### config.mk
export PLATFORM = sky130hd
export DESIGN_NAME = vram_access_port
export DESIGN_NICKNAME = d
export VERILOG_FILES = /design/src/rtl/vap_pkg.sv /design/src/rtl/vap_ctrl.sv /design/src/rtl/vap_datapath.sv /design/src/rtl/vram_access_port.sv
export SDC_FILE = /design/constraint.sdc
export NUM_CORES = 1
export LEC_CHECK = 0
export CORE_UTILIZATION = 35
export CTS_CLUSTER_SIZE = 28
export DETAILED_ROUTE_END_ITERATION = 10
export MAX_ROUTING_LAYER = met4
export PLACE_DENSITY_LB_ADDON = 0.12
export SLEW_MARGIN = 20
export SYNTH_ARGS = -nofsm -noshare
export SYNTH_HDL_FRONTEND = slang
export SYNTH_SLANG_ARGS = --single-unit
export TNS_END_PERCENT = 100
### constraint.sdc
create_clock -name clk -period 2.7 [get_ports clk]
set_input_delay 0.54 -clock clk [delete_from_list [all_inputs] [get_ports clk]]
set_output_delay 0.54 -clock clk [all_outputs]
set_load 0.02 [all_outputs]
### src/rtl/vap_pkg.sv
package vap_pkg;
  localparam int BUS_W  = 14;
  localparam int VT_W   = BUS_W + 1;
  localparam int BYTE_W = 8;

  typedef enum logic [2:0] {
    SEL_CTRL   = 3'd0,
    SEL_SCROLL = 3'd1,
    SEL_ADDR   = 3'd2,
    SEL_DATA   = 3'd3,
    SEL_STATUS = 3'd4
  } vapSel_e;

  typedef struct packed {
    logic ctrlWr;
    logic scrollWr;
    logic addrWr;
    logic dataWr;
    logic dataRd;
    logic statusRd;
    logic palWe;
    logic palRd;
    logic vramWe;
  } vapStrobe_t;
endpackage

### src/rtl/vap_ctrl.sv
module vap_ctrl
  import vap_pkg::*;
#(
  parameter int LINE_W   = 9,
  parameter int DOT_W    = 9,
  parameter int PRE_LINE = 261,
  parameter int END_LINE = 240,
  parameter int PAL_BASE = 'h3F00
) (
  input  logic              clk,
  input  logic              rstN,
  input  logic              regWrEn,
  input  logic              regRdEn,
  input  logic [2:0]        regSel,
  input  logic              renderEn,
  input  logic [LINE_W-1:0] scanline,
  input  logic [DOT_W-1:0]  dot,
  input  logic [BUS_W-1:0]  busAddr,
  output logic              fetchMode,
  output logic              winActive,
  output vapStrobe_t        stb
);
  localparam logic [LINE_W-1:0] PRE_L  = LINE_W'(PRE_LINE);
  localparam logic [LINE_W-1:0] END_L  = LINE_W'(END_LINE);
  localparam logic [DOT_W-1:0]  SW_DOT = DOT_W'(1);
  localparam logic [BUS_W-1:0]  PAL_LO = BUS_W'(PAL_BASE);

  logic palHit;
  logic winStart;
  logic winEnd;

  assign winStart = (scanline == PRE_L) && (dot == SW_DOT);
  assign winEnd   = (scanline == END_L) && (dot == SW_DOT);

  always_ff @(posedge clk) begin
    if (!rstN) begin
      winActive <= 1'b0;
    end else if (winStart) begin
      winActive <= 1'b1;
    end else if (winEnd) begin
      winActive <= 1'b0;
    end
  end

  assign fetchMode = renderEn && winActive;
  assign palHit    = (busAddr >= PAL_LO);

  always_comb begin
    stb          = '0;
    stb.ctrlWr   = regWrEn && (regSel == SEL_CTRL);
    stb.scrollWr = regWrEn && (regSel == SEL_SCROLL);
    stb.addrWr   = regWrEn && (regSel == SEL_ADDR);
    stb.dataWr   = regWrEn && (regSel == SEL_DATA);
    stb.dataRd   = regRdEn && (regSel == SEL_DATA);
    stb.statusRd = regRdEn && (regSel == SEL_STATUS);
    stb.palWe    = stb.dataWr && palHit;
    stb.palRd    = stb.dataRd && palHit;
    stb.vramWe   = stb.dataWr && !palHit;
  end
endmodule

### src/rtl/vap_datapath.sv
module vap_datapath
  import vap_pkg::*;
#(
  parameter int PAL_DEPTH = 32,
  parameter int PAL_W     = 6,
  parameter int STEP_BIG  = 32
) (
  input  logic              clk,
  input  logic              rstN,
  input  vapStrobe_t        stb,
  input  logic              fetchMode,
  input  logic [BYTE_W-1:0] cpuWrData,
  input  logic [BUS_W-1:0]  fetchAddr,
  input  logic [BYTE_W-1:0] vramRdata,
  output logic [BUS_W-1:0]  busAddr,
  output logic [BYTE_W-1:0] cpuRdData,
  output logic [BYTE_W-1:0] vramWdata,
  output logic              writeToggle,
  output logic              incBig,
  output logic [VT_W-1:0]   vAddr,
  output logic [VT_W-1:0]   tAddr
);
  localparam int IDX_W = $clog2(PAL_DEPTH);
  localparam logic [VT_W-1:0] STEP_ONE = VT_W'(1);
  localparam logic [VT_W-1:0] STEP_WIDE = VT_W'(STEP_BIG);

  logic [PAL_W-1:0]  palMem [PAL_DEPTH];
  logic [BYTE_W-1:0] readBuf;
  logic [IDX_W-1:0]  palIdx;
  logic [VT_W-1:0]   step;

  always_comb begin
    palIdx = busAddr[IDX_W-1:0];
    if (palIdx[1:0] == 2'b00) begin
      palIdx[IDX_W-1] = 1'b0;
    end
  end

  assign busAddr   = fetchMode ? fetchAddr : vAddr[BUS_W-1:0];
  assign step      = incBig ? STEP_WIDE : STEP_ONE;
  assign vramWdata = stb.vramWe ? cpuWrData : '0;

  always_comb begin
    cpuRdData = '0;
    if (stb.dataRd) begin
      if (stb.palRd) begin
        cpuRdData = BYTE_W'(palMem[palIdx]);
      end else begin
        cpuRdData = readBuf;
      end
    end
  end

  always_ff @(posedge clk) begin
    if (!rstN) begin
      vAddr       <= '0;
      tAddr       <= '0;
      writeToggle <= 1'b0;
      incBig      <= 1'b0;
      readBuf     <= '0;
    end else begin
      if (stb.ctrlWr) begin
        incBig       <= cpuWrData[2];
        tAddr[11:10] <= cpuWrData[1:0];
      end
      if (stb.statusRd) begin
        writeToggle <= 1'b0;
      end
      if (stb.scrollWr) begin
        if (!writeToggle) begin
          tAddr[4:0] <= cpuWrData[7:3];
        end else begin
          tAddr[14:12] <= cpuWrData[2:0];
          tAddr[9:5]   <= cpuWrData[7:3];
        end
        writeToggle <= !writeToggle;
      end
      if (stb.addrWr) begin
        if (!writeToggle) begin
          tAddr[14]   <= 1'b0;
          tAddr[13:8] <= cpuWrData[5:0];
        end else begin
          tAddr[7:0] <= cpuWrData;
          vAddr      <= {tAddr[14:8], cpuWrData};
        end
        writeToggle <= !writeToggle;
      end
      if (stb.dataWr || stb.dataRd) begin
        vAddr <= vAddr + step;
      end
      if (stb.dataRd) begin
        readBuf <= vramRdata;
      end
    end
  end

  generate
    for (genvar gi = 0; gi < PAL_DEPTH; gi++) begin : g_pal
      always_ff @(posedge clk) begin
        if (!rstN) begin
          palMem[gi] <= '0;
        end else if (stb.palWe && (palIdx == IDX_W'(gi))) begin
          palMem[gi] <= cpuWrData[PAL_W-1:0];
        end
      end
    end
  endgenerate
endmodule

### src/rtl/vram_access_port.sv
module vram_access_port
  import vap_pkg::*;
#(
  parameter int LINE_W    = 9,
  parameter int DOT_W     = 9,
  parameter int PRE_LINE  = 261,
  parameter int END_LINE  = 240,
  parameter int PAL_DEPTH = 32,
  parameter int PAL_W     = 6,
  parameter int STEP_BIG  = 32
) (
  input  logic              clk,
  input  logic              rstN,
  input  logic              regWrEn,
  input  logic              regRdEn,
  input  logic [2:0]        regSel,
  input  logic [7:0]        cpuWrData,
  output logic [7:0]        cpuRdData,
  input  logic              renderEn,
  input  logic [LINE_W-1:0] scanline,
  input  logic [DOT_W-1:0]  dot,
  input  logic [13:0]       fetchAddr,
  output logic [13:0]       busAddr,
  output logic              vramWe,
  output logic [7:0]        vramWdata,
  input  logic [7:0]        vramRdata
);
  vapStrobe_t      stb;
  logic            fetchMode;
  logic            winActive;
  logic            writeToggle;
  logic            incBig;
  logic [VT_W-1:0] vAddr;
  logic [VT_W-1:0] tAddr;

  vap_ctrl #(
    .LINE_W(LINE_W), .DOT_W(DOT_W), .PRE_LINE(PRE_LINE),
    .END_LINE(END_LINE), .PAL_BASE('h3F00)
  ) u_ctrl (
    .clk(clk), .rstN(rstN), .regWrEn(regWrEn), .regRdEn(regRdEn),
    .regSel(regSel), .renderEn(renderEn), .scanline(scanline), .dot(dot),
    .busAddr(busAddr), .fetchMode(fetchMode), .winActive(winActive), .stb(stb)
  );

  vap_datapath #(
    .PAL_DEPTH(PAL_DEPTH), .PAL_W(PAL_W), .STEP_BIG(STEP_BIG)
  ) u_dp (
    .clk(clk), .rstN(rstN), .stb(stb), .fetchMode(fetchMode),
    .cpuWrData(cpuWrData), .fetchAddr(fetchAddr), .vramRdata(vramRdata),
    .busAddr(busAddr), .cpuRdData(cpuRdData), .vramWdata(vramWdata),
    .writeToggle(writeToggle), .incBig(incBig), .vAddr(vAddr), .tAddr(tAddr)
  );

  assign vramWe = stb.vramWe;
endmodule

==> results.py, run 1 <==
metrics = {
    "status": {
        "outcome": "complete, but fails checks",
        "violations": "setup timing",
    },
    "power": {
        "irDropWorstVdd_uv": 434,
        "p_per_area_mw_per_mm2": 486,
        "p_leak_nw": 6.31,
        "power_mw": 8.03,
    },
    "clock_tree": {
        "root_buffer": "clkbuf_16",
        "cts_buffers": 26,
        "clk_pin_slew_ps": 60,
        "clk_path_buf_depth": 3,
        "htreeDepth": 1,
        "cts.sinks": 223,
        "cts_tree": "built",
        "clk_latency_ps": 550,
        "cts.hold.buffers_added": 0,
    },
    "timing": {
        "max_freq_mhz": 313,
        "slew_headroom_pct": 62.9,
        "worst_slew_pin_slew_ps": 551,
        "grt_setup_unrepaired": "yes",
        "drv_slew": 0,
        "setup_viol_count_final": 18,
        "skew_ps": 20.5,
        "worst_slack_ps": -494,
        "period_share_pct": 118,
        "post-route-min-period_ps": 3190,
        "final_hold_viol_count": 0,
    },
    "setup_path": {
        "cp-end-kind": "primary output",
        "start_kind": "register",
        "worst_path_most_repeated_cell": "buf_4",
        "path_cells": "buf_6, a21bo_1, and2_4, inv_8, buf_12, buf_4, mux2i_2, a32oi_1, o2111ai_2, nand3_2, buf_4",
        "critPathSlowestCell": "dfxtp_2",
        "crit_arrival_ps": 2650,
        "rr_startpoint": "u_ctrl.winActive$_SDFFE_PN0P_",
        "path_class": "reg2out",
        "critical_path_buf_inv_count": 5,
        "r2r_end": "u_dp.palMem[7][5]$_SDFFCE_PN0P_",
        "crit_required_ps": 2160,
        "cp_top_family": "buffers and inverters",
        "cp_max_fo": 10,
        "max_stage_delay_ps": 330,
        "ff2ff_path_depth": 13,
        "r2r_slack_ps": 80,
    },
    "global_route": {
        "grt_use_met3_pct": 2.93,
        "grt_pass1_wl_mm": 60.3,
        "grt_util_all_layers_pct": 23.6,
        "grt_max_degree": 33,
        "grtUsageMet2_pct": 37.4,
        "use_met1_pct": 31.3,
        "grt_pass1_vias": 9781,
        "grt.busiest_layer": "met2",
        "overflow": 0,
        "antenna_found_initial": 1,
    },
    "detailed_routing": {
        "drt-total-wl_mm": 39.6,
        "dr.pass1.iters": 5,
        "drtIter0Drc": 668,
        "final_antenna_net_count": 0,
        "vias": 9580,
        "remaining_drc_errors": 0,
        "viasPerCell": 5.14,
        "wl_per_cell_um": 21.2,
    },
    "run": {
        "maxCapViolCount": 0,
    },
    "yosys": {
        "synth_cells": 1106,
        "syn_avg_cell_area_um2": 10.8,
        "synth.distinct_cells": 70,
        "synthFlopType": "edfxtp_1",
        "synth_seq_cells": 223,
        "synth_edf_count": 192,
        "synth_seq_area_share_pct": 53.4,
        "synth_warnings": 0,
        "synthArstFlopShare_pct": 0,
        "netlist_area_mm2": 0.0120,
    },
    "floorplanning": {
        "core_area_mm2": 0.0336,
        "fp-row-count": 67,
        "io_pins": 87,
        "initial_core_util_pct": 35.6,
        "die_y_um": 187,
        "die_w_um": 187,
        "die-area_mm2": 0.0349,
    },
    "cells_and_area": {
        "nets": 1455,
        "syn2layout_area_growth_pct": 37.9,
        "drive_above_1_share_pct": 28.2,
    },
    "place": {
        "io_buffers": 86,
        "place_congestion": 0.902,
        "dp_hpwl_mm": 27.7,
        "post-place-ws_ps": -1320,
    },
    "worst_hold_path": {
        "holdPathStages": 2,
        "worst_hold_path.endpoint": "u_dp.readBuf[3]$_SDFFE_PN0P_",
        "hp-start": "u_dp.readBuf[3]$_SDFFE_PN0P_",
        "hold_class": "reg2reg",
    },
}
[state kept, by name (all words and copies together) (netlist names)]
register          cells
u_ctrl.winActive      1
u_dp.incBig           1
u_dp.tAddr            6
u_dp.writeToggle      1
u_dp.palMem         192
u_dp.readBuf          8
u_dp.vAddr           14
[through the flow]
step                area (um^2)  setup TNS, ps  hold WS (ps)  utilization (%)  instances
floorplan                 12200              0           431                -       1129
global placement          14800        -175810           438             44.1       1781
detailed placement        14800        -179900           444             44.1       1781
CTS                       16200          -4680           457             48.2       1849
global route              16500          -8190           477             49.1       1864
finish                    16500          -6630           456             49.1       1865
[cell families (layout without fill, tap and decap cells)]
logic type,Yosys count,count (layout),synth area share [%]
DFF,223,223,53.4
AOI/OAI and AO/OA,184,184,10.1
muxes,136,136,11.8
xor gates and xnor gates,2,2,0.146
and+or+nand+nor,464,464,20.6
other,1,26,0.0313
buffers and inverters,93,379,3.61
adders and majority gates,3,3,0.314
[synth_stat cells, types with 3 or more instances]
library cell	n	area share, %
edfxtp_1	192	48
o32ai_1	20	1.5
nor2_4	4	0.38
mux2i_1	128	11
a32oi_1	3	0.22
nand2_1	90	2.8
and3_1	6	0.31
a22oi_1	12	0.75
dfxtp_1	31	5.2
buf_1	4	0.13
a21boi_0	4	0.25
nor2_1	93	2.9
buf_4	3	0.19
inv_1	11	0.34
nand3_1	23	0.96
buf_6	3	0.28
a31oi_1	18	0.94
buf_2	19	0.79
nand4_1	11	0.57
nand2b_1	5	0.26
and2_1	181	9.5
mux2_1	3	0.28
or3_1	5	0.26
clkbuf_1	48	1.5
a211oi_1	14	0.88
nor2_2	21	1.1
mux4_2	3	0.56
a21oi_1	19	0.79
o21a_1	3	0.19
and4_1	3	0.22
a221oi_1	4	0.29
o21ai_0	66	2.8
nor3_1	6	0.25
ha_1	3	0.31
o221ai_1	3	0.22
[timing repair]
item                                   4_1_cts  5_1_grt
setup buffers                               17       14
setup endpoints to repair                   48       28
endpoints found under the hold margin        0        0
cloned                                       5        1
gates resized for setup                    202       58
pin swaps                                   30       19
[placed cells by master (no fill, tap or decap), types with 7 or more instances in the layout]
cell type / count
buf_4: 190
inv_1: 9
nand2_1: 87
dfxtp_1: 29
o21ai_0: 50
nor2_4: 12
mux2i_1: 121
conb_1: 24
o32ai_2: 11
clkbuf_16: 26
buf_12: 18
nand4_1: 11
buf_6: 36
a31oi_1: 8
a31oi_4: 8
and2_1: 169
nor2_1: 86
a211oi_1: 13
nor2_2: 20
dlymetal6s2s_1: 7
o32ai_1: 9
edfxtp_1: 192
o21ai_1: 14
clkbuf_1: 7
clkdlybuf4s50_1: 51
nand3_1: 22
a21oi_1: 17
and2_4: 13
[cell type report]
type / count / area [um^2]
diodes: 2 / 5.00
clock buffers: 34 / 691
clock inverters: 13 / 100
fillers: 3082 / 17100
inverters: 14 / 62.6
multi-input cells: 813 / 5700
flip-flops and latches: 223 / 6390
well taps: 448 / 561
repair buffers: 318 / 3000
[worst max path at each step]
| stage | to | startpoint | slack, ps | depth (start not counted) |
|---|---|---|---|---|
| after floorplan | cpuRdData[1] | renderEn | 4 | 12 |
| after global placement | cpuRdData[4] | renderEn | -1300 | 11 |
| after detailed placement | cpuRdData[4] | renderEn | -1320 | 11 |
| after CTS | cpuRdData[0] | u_ctrl.winActive$_SDFFE_PN0P_ | -510 | 11 |
| after global routing | cpuRdData[0] | u_ctrl.winActive$_SDFFE_PN0P_ | -570 | 10 |
| final | cpuRdData[5] | u_ctrl.winActive$_SDFFE_PN0P_ | -490 | 11 |
[report_power, final]
| part | switching, mW | internal [mW] | total, mW | leakage [nW] |
|---|---|---|---|---|
| Sequential | 0.0625 | 3.86 | 3.92 | 2.21 |
| Combinational | 0.429 | 0.352 | 0.781 | 3.72 |
| Clock | 1.43 | 1.89 | 3.32 | 0.381 |
[metal layers]
layer | vias up | wire length (um) | part of all wire, %
met3 | 65 | 1790 | 4.5
met5 | - | 0 | 0
met4 | 0 | 1410 | 3.6
li1 | 4580 | - | -
met2 | 252 | 18300 | 46
met1 | 4683 | 18100 | 46
[worst min-delay path, stage by stage, from the launching register on]
cell     delay, ps
dfxtp_1        310
nand2_1         50
a21oi_1         50
Power figures use the tool's default switching activity.
==> inputs of run 2 (changes only) <==
- REMOVE_ABC_BUFFERS: unset -> 1
==> run 2 against run 1 <==
The flow still finishes with violations (setup timing); sequential share of layout area increased by 0.64 points; worst setup slack got worse by 77 ps; sequential cell count unchanged; count of clock-buffer cells in the layout decreased by 4; combinational power decreased by 5.2%; critical endpoint is now cpuRdData[3]; largest cell class unchanged; highest routed layer unchanged.
==> results.py, run 2 (synthesized netlist as in run 1, its figures left out) <==
metrics = {
    "timing": {
        "drv_slew": 0,
        "worst_slack_ps": -570,
        "grt_setup_unrepaired": "yes",
        "final_hold_viol_count": 0,
        "setup_viol_count_final": 17,
        "max_freq_mhz": 306,
        "period_share_pct": 121,
        "post-route-min-period_ps": 3270,
        "worst_slew_pin_slew_ps": 611,
        "skew_ps": 20.5,
        "slew_headroom_pct": 58.9,
    },
    "floorplanning": {
        "fp-row-count": 67,
        "die-area_mm2": 0.0349,
        "io_pins": 87,
        "die_y_um": 187,
        "core_area_mm2": 0.0336,
        "initial_core_util_pct": 35.6,
        "die_w_um": 187,
    },
    "detailed_routing": {
        "vias": 9411,
        "viasPerCell": 5.10,
        "wl_per_cell_um": 20.6,
        "final_antenna_net_count": 0,
        "dr.pass1.iters": 5,
        "remaining_drc_errors": 0,
        "drtIter0Drc": 661,
        "drt-total-wl_mm": 38.0,
    },
    "clock_tree": {
        "clk_path_buf_depth": 3,
        "htreeDepth": 1,
        "cts.sinks": 223,
        "root_buffer": "clkbuf_16",
        "cts_tree": "built",
        "cts_buffers": 26,
        "clk_latency_ps": 540,
        "clk_pin_slew_ps": 60,
    },
    "setup_path": {
        "r2r_slack_ps": 180,
        "path_class": "reg2out",
        "start_kind": "register",
        "r2r_end": "u_dp.palMem[25][1]$_SDFFCE_PN0P_",
        "cp_max_fo": 7,
        "crit_arrival_ps": 2730,
        "cp-end-kind": "primary output",
        "ff2ff_path_depth": 9,
        "rr_startpoint": "u_ctrl.winActive$_SDFFE_PN0P_",
        "crit_required_ps": 2160,
    },
    "place": {
        "post-place-ws_ps": -1610,
        "place_congestion": 0.930,
        "dp_hpwl_mm": 27.2,
        "post_dp_cell_area_mm2": 0.0147,
        "io_buffers": 86,
    },
    "power": {
        "clkPwrFrac_pct": 43.0,
        "p_per_area_mw_per_mm2": 503,
        "swShare_pct": 23.5,
        "intPower_mw": 6.26,
        "p_seq_share_pct": 48.0,
        "share_comb_of_total_power_pct": 9.0,
        "p_sw_mw": 1.92,
        "power_mw": 8.17,
        "p_leak_nw": 6.14,
        "irDropWorstVdd_uv": 397,
    },
    "cells_and_area": {
        "fillCellCount": 3054,
        "reg_top3": "u_dp.palMem: 192 flops, u_dp.vAddr: 14 flops, u_dp.readBuf: 8 flops",
        "nets": 1437,
        "max_flop_register": "u_dp.palMem",
        "final_cell_mix": "edfxtp_1, buf_4, and2_1",
        "drive_above_1_share_pct": 27.1,
        "antennaDiodeCount": 0,
        "layout_commonest_cell": "edfxtp_1",
        "largest_reg_flops": 192,
        "syn2layout_area_growth_pct": 35.7,
        "design_area_mm2": 0.0162,
    },
    "status": {
        "violations": "setup timing",
        "outcome": "complete, but fails checks",
    },
    "global_route": {
        "grt_util_all_layers_pct": 22.6,
        "grt_pass1_vias": 9511,
        "overflow": 0,
        "grt_pass1_wl_mm": 57.5,
        "grt_max_degree": 33,
        "antenna_found_initial": 0,
    },
    "worst_hold_path": {
        "hold_class": "reg2reg",
        "holdPathStages": 2,
        "worst_hold_path.endpoint": "u_dp.readBuf[5]$_SDFFE_PN0P_",
        "hp-start": "u_dp.readBuf[5]$_SDFFE_PN0P_",
    },
    "run": {
        "maxCapViolCount": 0,
    },
}
-- run 2: cell count changes in the layout (fill, tap and decap cells not counted), moves of 6 or more --
cell,delta
buf_6,-8
dlymetal6s2s_1,-6
o21ai_1,-6
dlygate4sd2_1,+6
buf_4,-10
-- run 2: worst max path at each step --
| stage | from | slack [ps] | to |
|---|---|---|---|
| final | u_ctrl.winActive$_SDFFE_PN0P_ | -570 | cpuRdData[3] |
| after CTS | u_ctrl.winActive$_SDFFE_PN0P_ | -570 | cpuRdData[0] |
| after global placement | renderEn | -1620 | cpuRdData[0] |
| after floorplan | renderEn | -1670 | u_dp.palMem[13][0]$_SDFFCE_PN0P_ |
| after detailed placement | renderEn | -1610 | cpuRdData[0] |
| after global routing | u_ctrl.winActive$_SDFFE_PN0P_ | -650 | cpuRdData[1] |
-- run 2: area by class of cell --
cell class / instances / area [um^2] / area share, %
multi-input combinational: 813 / 5610 / 34.6
clock inverter: 18 / 184 / 1.13
tap: 448 / 561 / 3.45
clock buffer: 30 / 666 / 4.10
inverter: 14 / 67.6 / 0.416
timing repair buffer: 300 / 2760 / 17.0
sequential: 223 / 6390 / 39.4
-- run 2: worst max-delay path, cell delays in order (launching register included) --
cell	delay (ps)
dfxtp_4	370
and2_4	220
buf_12	160
buf_12	150
mux2i_4	270
o32ai_2	110
o21ai_2	230
nand4_1	210
a31oi_1	280
buf_4	180
-- run 2: layer usage --
metal	up-vias	global-route usage, %	routed length, um
li1	4542	-	-
met2	269	36.6	18100
met1	4517	28.8	16400
met4	0	9.24	1580
met3	83	2.55	1810
met5	-	-	0
-- run 2: repair_timing --
action	4_1_cts	5_1_grt
gates cloned	2	0
endpoints found under the setup margin	61	23
buffers inserted	15	6
pin swaps	33	21
hold buffers	0	0
gates resized for setup	214	32
-- run 2: power groups by stage --
stage / clock network [mW] / logic (mW) / registers [mW]
after floorplan: 0 / 0.263 / 3.98
final: 3.51 / 0.740 / 3.92
after global placement: 0 / 0.690 / 3.99
after global routing: 3.72 / 0.795 / 3.93
after detailed placement: 0 / 0.692 / 3.99
after CTS: 3.59 / 0.732 / 3.92
-- run 2: per-stage QoR --
step	cells	TNS [ps]	util (%)	hold slack, ps
global placement	1775	-171940	43.7	444
floorplan	1050	-356610	-	431
detailed placement	1775	-179750	43.7	445
global route	1846	-6970	48.3	473
finish	1846	-5860	48.3	457
CTS	1840	-5380	47.8	456
==> inputs of run 3 (changes only) <==
- ABC_AREA: unset -> 0
- SKIP_CTS_REPAIR_TIMING: unset -> 1
==> run 3 against run 2 <==
The run still ends with setup timing left; maximum frequency down 1.6%; register-to-register slack better by 20 ps; critical path depth unchanged; core utilization down 0.43 points; critical path type unchanged; sequential cell count unchanged; clock power about the same; routed wire length about the same; die area unchanged; first-iteration DRC count up 1.8%; largest power group unchanged; worst hold slack about the same; total power about the same; global-route usage down 0.54 points.
==> results.py, run 3 (synthesized netlist as in run 1, its figures left out) <==
metrics = {
    "setup_path": {
        "crit_required_ps": 2160,
        "worst_path_most_repeated_cell": "buf_12",
        "crit_arrival_ps": 2780,
        "path_cells": "and2_4, buf_12, buf_12, mux2i_4, o32ai_1, o21ai_2, nand4_1, a31oi_1, buf_4",
        "start_kind": "register",
        "critPathSlowestCell": "dfxtp_4",
        "cp_top_family": "compound AO/OA/AOI/OAI gates",
        "max_stage_delay_ps": 380,
        "path_class": "reg2out",
        "critical_path_buf_inv_count": 3,
        "cp_max_fo": 8,
        "cp-end-kind": "primary output",
    },
    "cells_and_area": {
        "antennaDiodeCount": 0,
        "layout_commonest_cell": "edfxtp_1",
        "max_flop_register": "u_dp.palMem",
        "fin_cells": 1841,
        "final_cell_mix": "edfxtp_1, buf_4, and2_1",
        "syn2layout_area_growth_pct": 34.5,
        "reg_top3": "u_dp.palMem: 192 flops, u_dp.vAddr: 14 flops, u_dp.readBuf: 8 flops",
        "drive_above_1_share_pct": 25.6,
        "design_area_mm2": 0.0161,
        "nets": 1432,
        "largest_reg_flops": 192,
    },
    "detailed_routing": {
        "final_antenna_net_count": 0,
        "drtIter0Drc": 673,
        "remaining_drc_errors": 0,
        "viasPerCell": 5.08,
        "vias": 9355,
        "drt-total-wl_mm": 37.9,
        "dr.pass1.iters": 5,
        "wl_per_cell_um": 20.6,
    },
    "place": {
        "place_congestion": 0.930,
        "dp_cells": 1775,
        "post_dp_cell_area_mm2": 0.0147,
        "io_buffers": 86,
        "post-place-ws_ps": -1610,
        "dp_hpwl_mm": 27.2,
    },
    "worst_hold_path": {
        "hold_class": "reg2reg",
    },
    "clock_tree": {
        "htreeDepth": 1,
        "clk_path_buf_depth": 3,
        "root_buffer": "clkbuf_16",
        "cts_tree": "built",
        "cts.sinks": 223,
        "cts_buffers": 26,
        "clk_latency_ps": 540,
        "clk_pin_slew_ps": 60,
    },
    "timing": {
        "max_freq_mhz": 301,
        "post-route-min-period_ps": 3320,
        "final_hold_viol_count": 0,
        "drv_slew": 0,
        "period_share_pct": 123,
        "fin_hold_ws_ps": 457,
        "grt_setup_unrepaired": "yes",
        "worst_slack_ps": -622,
        "worst_slew_pin_slew_ps": 634,
        "setup_viol_count_final": 17,
        "skew_ps": 16.7,
        "slew_headroom_pct": 57.3,
    },
    "power": {
        "p_leak_nw": 6.30,
        "irDropWorstVdd_uv": 394,
        "power_mw": 8.17,
        "p_per_area_mw_per_mm2": 507,
    },
    "global_route": {
        "grt_max_degree": 33,
        "overflow": 0,
        "antenna_found_initial": 1,
        "grt_pass1_vias": 9322,
        "grt_pass1_wl_mm": 56.3,
        "grt_util_all_layers_pct": 22.0,
    },
    "floorplanning": {
        "io_pins": 87,
        "die_w_um": 187,
        "core_area_mm2": 0.0336,
        "initial_core_util_pct": 35.6,
        "die-area_mm2": 0.0349,
        "die_y_um": 187,
        "fp-row-count": 67,
    },
    "status": {
        "violations": "setup timing",
        "outcome": "complete, but fails checks",
    },
    "run": {
        "maxCapViolCount": 0,
    },
}
[run 3: changes by cell type in the layout (fill, tap and decap cells not counted), moves of 3 or more]
cell / before / now
and2_1: 169 / 173
dlymetal6s2s_1: 1 / 17
and2_4: 13 / 9
dlygate4sd2_1: 11 / 0
buf_6: 28 / 15
nor2_4: 11 / 8
buf_4: 180 / 186
[run 3: worst reg2reg max path, delay by kind of cell (launching register included)]
kind / cells / cell delay, ps
simple gates: 3 / 730
buf+inv: 4 / 690
compound gates: 2 / 430
flops: 1 / 360
[run 3: final timing paths]
check	from	end	slack, ps	cells after the start
setup / recovery	u_ctrl.winActive$_SDFFE_PN0P_	cpuRdData[3]	-620	9
hold reg to reg	u_dp.readBuf[5]$_SDFFE_PN0P_	u_dp.readBuf[5]$_SDFFE_PN0P_	460	2
hold / removal	u_dp.readBuf[5]$_SDFFE_PN0P_	u_dp.readBuf[5]$_SDFFE_PN0P_	460	2
setup reg to reg	u_ctrl.winActive$_SDFFE_PN0P_	u_dp.palMem[21][2]$_SDFFCE_PN0P_	200	9
[run 3: metrics by stage]
| stage | setup TNS [ps] | util [%] |
|---|---|---|
| global placement | -171940 | 43.7 |
| floorplan | -356610 | - |
| global route | -6480 | 47.9 |
| detailed placement | -179750 | 43.7 |
| finish | -5330 | 47.9 |
| CTS | -29130 | 46.2 |
[run 3: report_power, final]
| group | switching [mW] | total (mW) | internal, mW |
|---|---|---|---|
| clock network | 1.45 | 3.51 | 2.06 |
| logic | 0.403 | 0.735 | 0.332 |
| registers | 0.0594 | 3.92 | 3.86 |
| total | 1.91 | 8.17 | 6.25 |
[run 3: final cells by class]
cell class,count,area (um^2)
clock inverter,18,184
inverter,14,65.1
multi-input combinational,813,5530
clock buffer,30,666
tap,448,561
timing repair buffer,295,2700
fill,3072,17500
sequential,223,6390
[run 3: layer usage]
| layer | track usage, % | part of all wire, % | up-vias |
|---|---|---|---|
| met5 | - | 0 | - |
| met4 | 9.08 | 3.9 | 0 |
| met3 | 2.31 | 4.2 | 71 |
| met2 | 35.3 | 48 | 262 |
| met1 | 28.5 | 44 | 4498 |
| li1 | - | - | 4524 |
